**config.mk**
```make
export PLATFORM = sky130hd
export DESIGN_NAME = stack_ptr_unit
export DESIGN_NICKNAME = d
export VERILOG_FILES = /design/src/rtl/stkp_pkg.sv /design/src/rtl/stkp_pointer.sv /design/src/rtl/stkp_frame_seq.sv /design/src/rtl/stack_ptr_unit.sv
export SDC_FILE = /design/constraint.sdc
export NUM_CORES = 1
export LEC_CHECK = 0
export BUFFER_PORTS_ARGS = -buffer_cell sky130_fd_sc_hd__buf_2
export CAP_MARGIN = 15
export CORE_AREA = 8 8 110 112
export DETAILED_ROUTE_END_ITERATION = 7
export DIE_AREA = 0 0 118 120
export PLACE_DENSITY = 0.79
export SLEW_MARGIN = 10
export SYNTH_ARGS = -nofsm -noshare
export SYNTH_HDL_FRONTEND = slang
export SYNTH_SLANG_ARGS = --single-unit
```
**constraint.sdc**
```tcl
create_clock -name clk -period 3.5 [get_ports clk]
set_clock_uncertainty 0.05 [all_clocks]
set_input_delay 0.7 -clock clk [delete_from_list [all_inputs] [get_ports clk]]
set_output_delay 0.7 -clock clk [all_outputs]
set_load 0.1 [all_outputs]
```
**src/rtl/stkp_pkg.sv**
```systemverilog
package stkp_pkg;
   typedef enum logic [1:0] {FS_IDLE, FS_SAVE, FS_REST} fs_state_t;
   localparam int FRAME_CALL  = 2;
   localparam int FRAME_IRQ   = 5;
   localparam int FRAME_IDX_W = 3;
endpackage

```
**src/rtl/stkp_pointer.sv**
```systemverilog
module stkp_pointer #(
   parameter int ADDR_W = 16,
   parameter int OFFS_W = 7,
   parameter logic [ADDR_W-1:0] BASE = 16'h0100
) (
   input  logic              clk,
   input  logic              rst_n,
   input  logic              load_top,
   input  logic              load_low,
   input  logic [OFFS_W-1:0] low_val,
   input  logic              dec,
   input  logic              inc,
   output logic [ADDR_W-1:0] sp_cur,
   output logic [ADDR_W-1:0] sp_above
);
   localparam int HI_W = ADDR_W - OFFS_W;
   localparam logic [HI_W-1:0] HI_BITS = BASE[ADDR_W-1:OFFS_W];

   generate
      if (OFFS_W < 1 || OFFS_W >= ADDR_W) begin : g_bad_offs
         $error("stkp_pointer: OFFS_W out of range");
      end
      if (BASE[OFFS_W-1:0] != '0) begin : g_bad_base
         $error("stkp_pointer: BASE not aligned to window");
      end
   endgenerate

   logic [OFFS_W-1:0] offs_q;
   logic [OFFS_W-1:0] offs_up;
   logic [OFFS_W-1:0] offs_dn;

   assign offs_up  = offs_q + 1'b1;
   assign offs_dn  = offs_q - 1'b1;
   assign sp_cur   = {HI_BITS, offs_q};
   assign sp_above = {HI_BITS, offs_up};

   always_ff @(posedge clk) begin
      if (!rst_n)        offs_q <= '1;
      else if (load_top) offs_q <= '1;
      else if (load_low) offs_q <= low_val;
      else if (dec)      offs_q <= offs_dn;
      else if (inc)      offs_q <= offs_up;
   end

   p_cmd_onehot_r10: assert property (@(posedge clk) disable iff (!rst_n)
      $onehot0({load_top, load_low, dec, inc}));
   p_wrap_down_r4: assert property (@(posedge clk) disable iff (!rst_n)
      (dec && !load_top && !load_low && offs_q == '0) |=> (offs_q == '1));
   p_wrap_up_r4: assert property (@(posedge clk) disable iff (!rst_n)
      (inc && !load_top && !load_low && offs_q == '1) |=> (offs_q == '0));
endmodule

```
**src/rtl/stkp_frame_seq.sv**
```systemverilog
module stkp_frame_seq
   import stkp_pkg::*;
(
   input  logic                   clk,
   input  logic                   rst_n,
   input  logic                   start_save,
   input  logic                   start_rest,
   input  logic                   long_frame,
   output logic                   busy,
   output logic                   saving,
   output logic                   restoring,
   output logic [FRAME_IDX_W-1:0] idx
);
   localparam logic [FRAME_IDX_W-1:0] LAST_LONG  = FRAME_IDX_W'(FRAME_IRQ - 1);
   localparam logic [FRAME_IDX_W-1:0] LAST_SHORT = FRAME_IDX_W'(FRAME_CALL - 1);

   fs_state_t              state_q;
   logic [FRAME_IDX_W-1:0] last_q;
   logic [FRAME_IDX_W-1:0] start_last;

   assign start_last = long_frame ? LAST_LONG : LAST_SHORT;
   assign saving     = (state_q == FS_SAVE);
   assign restoring  = (state_q == FS_REST);
   assign busy       = (state_q != FS_IDLE);

   always_ff @(posedge clk) begin
      if (!rst_n) begin
         state_q <= FS_IDLE;
         idx     <= '0;
         last_q  <= '0;
      end else begin
         case (state_q)
            FS_IDLE: begin
               if (start_save) begin
                  state_q <= FS_SAVE;
                  idx     <= '0;
                  last_q  <= start_last;
               end else if (start_rest) begin
                  state_q <= FS_REST;
                  idx     <= start_last;
               end
            end
            FS_SAVE: begin
               if (idx == last_q) state_q <= FS_IDLE;
               else               idx <= idx + 1'b1;
            end
            FS_REST: begin
               if (idx == '0) state_q <= FS_IDLE;
               else           idx <= idx - 1'b1;
            end
            default: state_q <= FS_IDLE;
         endcase
      end
   end

   // Run-length checker for the busy window
   logic [FRAME_IDX_W:0] run_cnt;
   logic [FRAME_IDX_W:0] run_len;
   always_ff @(posedge clk) begin
      if (!rst_n) begin
         run_cnt <= '0;
         run_len <= '0;
      end else if (!busy && (start_save || start_rest)) begin
         run_cnt <= '0;
         run_len <= {1'b0, start_last} + 1'b1;
      end else if (busy) begin
         run_cnt <= run_cnt + 1'b1;
      end
   end

   p_busy_len_r9: assert property (@(posedge clk) disable iff (!rst_n)
      $fell(busy) |-> (run_cnt == run_len));
   p_save_first_pcl_r6: assert property (@(posedge clk) disable iff (!rst_n)
      (!busy && start_save) |=> (saving && idx == '0));
   p_rest_first_cc_r7: assert property (@(posedge clk) disable iff (!rst_n)
      (!busy && !start_save && start_rest && long_frame) |=> (restoring && idx == LAST_LONG));
endmodule

```
**src/rtl/stack_ptr_unit.sv**
```systemverilog
module stack_ptr_unit
   import stkp_pkg::*;
#(
   parameter int DATA_W = 8,
   parameter int ADDR_W = 16,
   parameter int OFFS_W = 7,
   parameter logic [ADDR_W-1:0] BASE = 16'h0100
) (
   input  logic                clk,
   input  logic                rst_n,
   input  logic                push_req,
   input  logic [DATA_W-1:0]   push_data,
   input  logic                pop_req,
   input  logic                call_req,
   input  logic                ret_req,
   input  logic                irq_save,
   input  logic                irq_restore,
   input  logic                rsp_cmd,
   input  logic                sp_load,
   input  logic [DATA_W-1:0]   sp_load_val,
   input  logic [2*DATA_W-1:0] pc_in,
   input  logic [DATA_W-1:0]   x_in,
   input  logic [DATA_W-1:0]   a_in,
   input  logic [DATA_W-1:0]   cc_in,
   input  logic [DATA_W-1:0]   mem_rdata,
   output logic [ADDR_W-1:0]   mem_addr,
   output logic [DATA_W-1:0]   mem_wdata,
   output logic                mem_we,
   output logic                mem_re,
   output logic [DATA_W-1:0]   pop_data,
   output logic [2*DATA_W-1:0] pc_out,
   output logic [DATA_W-1:0]   x_out,
   output logic [DATA_W-1:0]   a_out,
   output logic [DATA_W-1:0]   cc_out,
   output logic [ADDR_W-1:0]   sp_out,
   output logic                busy
);
   localparam logic [ADDR_W-1:0] TOP_ADDR = BASE | ADDR_W'((1 << OFFS_W) - 1);

   generate
      if (DATA_W <= OFFS_W) begin : g_bad_data
         $error("stack_ptr_unit: DATA_W must exceed OFFS_W");
      end
   endgenerate

   logic                   saving, restoring;
   logic [FRAME_IDX_W-1:0] idx;
   logic [ADDR_W-1:0]      sp_cur, sp_above;
   logic acc_rsp, acc_ld, acc_isv, acc_irs, acc_call, acc_ret, acc_push, acc_pop;
   logic start_save, start_rest, long_frame;
   logic sig_unused;
   logic [DATA_W-1:0] snap_q [FRAME_IRQ];
   logic [DATA_W-1:0] rest_q [FRAME_IRQ];

   assign sig_unused = ^sp_load_val[DATA_W-1:OFFS_W];

   always_comb begin
      {acc_rsp, acc_ld, acc_isv, acc_irs, acc_call, acc_ret, acc_push, acc_pop} = '0;
      if (!busy) begin
         if (rsp_cmd)          acc_rsp  = 1'b1;
         else if (sp_load)     acc_ld   = 1'b1;
         else if (irq_save)    acc_isv  = 1'b1;
         else if (irq_restore) acc_irs  = 1'b1;
         else if (call_req)    acc_call = 1'b1;
         else if (ret_req)     acc_ret  = 1'b1;
         else if (push_req)    acc_push = 1'b1;
         else if (pop_req)     acc_pop  = 1'b1;
      end
   end

   assign start_save = acc_isv | acc_call;
   assign start_rest = acc_irs | acc_ret;
   assign long_frame = acc_isv | acc_irs;

   stkp_frame_seq u_seq (
      .clk(clk), .rst_n(rst_n), .start_save(start_save), .start_rest(start_rest),
      .long_frame(long_frame), .busy(busy), .saving(saving), .restoring(restoring),
      .idx(idx)
   );

   always_comb begin
      mem_addr  = sp_cur;
      mem_wdata = push_data;
      mem_we    = 1'b0;
      mem_re    = 1'b0;
      if (saving) begin
         mem_we    = 1'b1;
         mem_wdata = snap_q[idx];
      end else if (restoring) begin
         mem_re   = 1'b1;
         mem_addr = sp_above;
      end else if (acc_push) begin
         mem_we = 1'b1;
      end else if (acc_pop) begin
         mem_re   = 1'b1;
         mem_addr = sp_above;
      end
   end

   stkp_pointer #(.ADDR_W(ADDR_W), .OFFS_W(OFFS_W), .BASE(BASE)) u_ptr (
      .clk(clk), .rst_n(rst_n), .load_top(acc_rsp), .load_low(acc_ld),
      .low_val(sp_load_val[OFFS_W-1:0]), .dec(mem_we), .inc(mem_re),
      .sp_cur(sp_cur), .sp_above(sp_above)
   );

   assign sp_out = sp_cur;

   // Snapshot of the frame, slot order is the save order
   always_ff @(posedge clk) begin
      if (!rst_n) begin
         for (int i = 0; i < FRAME_IRQ; i++) snap_q[i] <= '0;
      end else if (start_save) begin
         snap_q[0] <= pc_in[DATA_W-1:0];
         snap_q[1] <= pc_in[2*DATA_W-1:DATA_W];
         snap_q[2] <= x_in;
         snap_q[3] <= a_in;
         snap_q[4] <= cc_in;
      end
   end

   genvar g;
   generate
      for (g = 0; g < FRAME_IRQ; g++) begin : g_rest
         always_ff @(posedge clk) begin
            if (!rst_n)                                  rest_q[g] <= '0;
            else if (restoring && idx == FRAME_IDX_W'(g)) rest_q[g] <= mem_rdata;
         end
      end
   endgenerate

   always_ff @(posedge clk) begin
      if (!rst_n)       pop_data <= '0;
      else if (acc_pop) pop_data <= mem_rdata;
   end

   assign pc_out = {rest_q[1], rest_q[0]};
   assign x_out  = rest_q[2];
   assign a_out  = rest_q[3];
   assign cc_out = rest_q[4];

   p_window_r1: assert property (@(posedge clk) disable iff (!rst_n)
      (mem_we || mem_re) |-> (mem_addr[ADDR_W-1:OFFS_W] == BASE[ADDR_W-1:OFFS_W]));
   p_rsp_top_r2: assert property (@(posedge clk) disable iff (!rst_n)
      acc_rsp |=> (sp_out == TOP_ADDR));
   p_push_at_sp_r3: assert property (@(posedge clk) disable iff (!rst_n)
      acc_push |-> (mem_we && mem_addr == sp_out && mem_wdata == push_data));
   p_load_low_r8: assert property (@(posedge clk) disable iff (!rst_n)
      acc_ld |=> (sp_out[OFFS_W-1:0] == $past(sp_load_val[OFFS_W-1:0])));
   p_one_strobe_r10: assert property (@(posedge clk) disable iff (!rst_n)
      !(mem_we && mem_re));
   p_busy_hold_r9: assert property (@(posedge clk) disable iff (!rst_n)
      (busy && !$past(busy)) |-> (mem_we || mem_re));
endmodule

```
==> flow_metrics.tcl <==
set metrics [dict create \
    r2r-start "u_seq.state_q[0]$_SDFFE_PN0P_" \
    die_x_um 118 \
    cp-startpoint "u_seq.state_q[0]$_SDFFE_PN0P_" \
    synth_top_family_by_area "simple AND/OR/NAND/NOR gates" \
    synth_top_area_share 0.463 \
    clock-sinks 105 \
    finalSetupViolCount 0 \
    post_synth_and_or_nand_nor_area_fraction 0.189 \
    vias 3817 \
    crit_type "flip-flop to output pin" \
    worstPathRequired_ns 2.75 \
    power_switching_share 0.429 \
    finalWorstSetupSlack_ns 0.193 \
    drive_gt1_frac 0.341 \
    avgRoutedWirePerCell_um 16.9 \
    maxSlewViolCount 0 \
    grt_pass1_vias 3970 \
    cpMaxStageDelayCell "dfxtp_1" \
    cts_buffer_depth 2 \
    holdCritPathClass "flip-flop to flip-flop" \
    htreeDepth 3 \
    firstDrtPassIters 4 \
    p_int_mw 2.28 \
    worstSetupEndpointType "output pin" \
    synth_edf_count 80 \
    first_iter_violations 238 \
    power_density_nw_per_um2 621 \
    netlist_instances 445 \
    worst_path_largest_cell_delay_ns 0.34 \
    diodes 0 \
    max_freq_mhz 302 \
    pin_count 165 \
    yosysTopAreaCell "edfxtp_1" \
    cp-start-kind "flip-flop" \
    syn_area_per_cell_sq_um 11.7 \
    synthMuxAreaShare 0.0754 \
    synth_compound_area_frac 0.0752 \
    p_switching_mw 1.71 \
    initial_core_util 0.494 \
    cts_made_buffers 9 \
    slew_headroom 0.542 \
    fin_util 0.613 \
    gp_congestion 0.871 \
    design_area_sq_um 6440 \
    fin_crit_sh 0.945 \
    overflow 0 \
    cts_tree "built" \
    synth_cell_type_count 59 \
    pwr-share-seq 0.387 \
    syn_area_sq_um 5190 \
    row_count 38 \
    min_from "u_seq.last_q[2]$_SDFFE_PN0P_" \
    dieArea_sq_um 14200 \
    power.leakage_nw 2.94 \
    synth_ff_type "edfxtp_1" \
    maxCapViolations 0 \
    path_delay_family "buffers and inverters" \
    synth_seq_cells 105 \
    cp.arrival_ns 2.56 \
    pre_cts_slack_ns 0.293 \
    placed_area_sq_um 6200 \
    grt_max_degree 47 \
    path_common_cell "buf_4" \
    clkPwrFrac 0.195 \
    status "completed" \
    dp_hpwl_um 9420 \
    final.min_clock_period_ns 3.31 \
    worstPathCellList "inv_1 -> ha_1 -> buf_4 -> nor4b_4 -> nand4b_1 -> a21oi_4 -> buf_4 -> nand2_1 -> xnor2_4 -> buf_12" \
    die_h_um 120 \
    remaining_drc_errors 0 \
    antenna_found_initial 0 \
    rsz0062_at_grt "no" \
    cts-root-buf "clkbuf_8" \
    synth.top_cells.by_count "edfxtp_1 (80), and3_1 (46), and2_1 (40), nor2_1 (36), nand2_1 (31)" \
    ir_drop_uv 477 \
    grt_pass1_wl_um 19700 \
    ys.warnings.count 0 \
    clk_pin_slew_ns 0.10 \
    yosysSeqAreaShare 0.559 \
    fin_nets 672 \
    worst_pin_slew_ns 0.684 \
    drtAntennaViolNets 0 \
    power.share.combinational 0.417 \
    io_buffers 145 \
    vias_per_cell 5.21 \
    insertion_delay_ns 0.36 \
    synth_area_leaders "edfxtp_1 (46%), dfxtp_1 (9.6%), and3_1 (5.5%), and2_1 (4.8%), mux4_2 (3.5%)" \
    yosysMostFrequentCell "edfxtp_1" \
    wl_um 12400 \
    track_usage 0.172 \
    yosys.area_share.xor_xnor 0.0169 \
    area_growth_pct 23.9 \
    crit_buf_inv 4 \
    synth_adder_area_share 0.0265 \
    async_flop_share 0 \
    coreArea_sq_um 10500 \
    crit_fanout 9 \
    final_hold_viol_count 0 \
]
==> sequential cells by signal, indices dropped and copies added, names as in the netlist, named ones only <==
register and count:
pop_data 8, rest_q 40, snap_q 40, u_ptr.offs_q 7, u_seq.idx 3, u_seq.last_q 2
u_seq.state_q 2
==> power by group through the flow <==
stage / Sequential [mW] / Clock [mW] / Combinational [mW]
after CTS: 1.55 / 0.794 / 1.67
after floorplan: 1.86 / 0 / 1.01
final: 1.55 / 0.779 / 1.67
after global placement: 1.57 / 0 / 1.64
after detailed placement: 1.58 / 0 / 1.66
after global routing: 1.56 / 0.842 / 1.75
==> worst reg2reg max path, stage by stage, from the launching register on <==
cell	delay [ns]
dfxtp_1	0.34
inv_1	0.09
ha_1	0.15
buf_4	0.15
nor4b_4	0.24
buf_4	0.17
a41oi_2	0.14
inv_2	0.19
mux2_4	0.33
a211o_1	0.28
a21o_1	0.17
==> timing repair <==
| action | 4_1_cts | 5_1_grt |
|---|---|---|
| endpoints found under the setup margin | 0 | 3 |
| setup buffers | 0 | 4 |
| gates resized for setup | 0 | 0 |
| hold buffers | 0 | 0 |
==> final timing paths <==
kind	slack, ns	to	cells after the start
worst max-delay path	0.19	mem_addr[3]	10
worst min-delay path	0.45	u_seq.last_q[2]$_SDFFE_PN0P_	2
worst max register to register	1.11	u_ptr.offs_q[2]$_SDFFE_PP1P_	10
worst min register to register	0.45	u_seq.last_q[2]$_SDFFE_PN0P_	2
==> layer usage <==
| metal | part of all wire | GRT usage | vias to the layer above |
|---|---|---|---|
| li1 | - | - | 1859 |
| met5 | 0 | 0 | - |
| met3 | 0.065 | 0.0540 | 16 |
| met2 | 0.50 | 0.293 | 137 |
| met4 | 0.014 | 0.0528 | 0 |
| met1 | 0.42 | 0.204 | 1805 |
==> layout make-up <==
| class | count | area (sq um) |
|---|---|---|
| sequential | 105 | 2900 |
| tap | 140 | 175 |
| timing repair buffer | 157 | 936 |
| inverter | 12 | 45.0 |
| fill | 845 | 4070 |
| clock inverter | 7 | 86.3 |
| clock buffer | 9 | 124 |
| multi-input combinational | 302 | 2170 |
==> kinds of logic after synthesis <==
family / Yosys count
buffers and inverters: 54
flip-flops: 105
adder cells (fa/ha/maj): 11
multiplexers: 28
AO/OA/AOI/OAI: 54
other: 2
XOR/XNOR: 10
AND/OR/NAND/NOR: 181
==> cell usage in the layout, fill, tap and decap left out, types with 2 or more instances in the layout <==
cell / netlist / routed
inv_1: 10 / 10
and3_1: 46 / 46
buf_4: 21 / 12
nor2b_1: 3 / 2
xor2_1: 2 / 2
edfxtp_1: 80 / 80
dfxtp_1: 25 / 25
and2_1: 40 / 40
a31oi_1: 2 / 2
nor3_1: 5 / 5
nand3_1: 6 / 6
nor3b_1: 2 / 2
ha_1: 11 / 11
nand2b_1: 2 / 2
conb_1: 2 / 18
nand2_1: 31 / 30
a211oi_1: 5 / 5
buf_12: 0 / 8
a21o_1: 2 / 2
a32oi_1: 2 / 2
buf_2: 3 / 137
mux4_2: 8 / 8
o22ai_1: 2 / 2
a21oi_1: 17 / 15
mux2_4: 2 / 2
a21oi_2: 0 / 2
clkinv_4: 0 / 2
a211o_1: 2 / 2
xnor2_1: 8 / 3
o31ai_1: 4 / 4
inv_8: 0 / 2
xnor2_4: 0 / 5
clkbuf_8: 0 / 9
nor2_1: 36 / 36
mux2i_1: 17 / 17
o21ai_0: 5 / 4
==> stage by stage <==
step                      power (mW)  hold WS (ns)  cells  TNS [ns]
after global routing            4.16         0.466    732         0
after CTS                       4.01         0.448    728         0
after floorplan                 2.87         0.398    461     -1.60
after global placement          3.21         0.422    712         0
after detailed placement        3.24         0.434    712         0
final                           3.99         0.449    732         0
(Power assumes the default switching activity.)
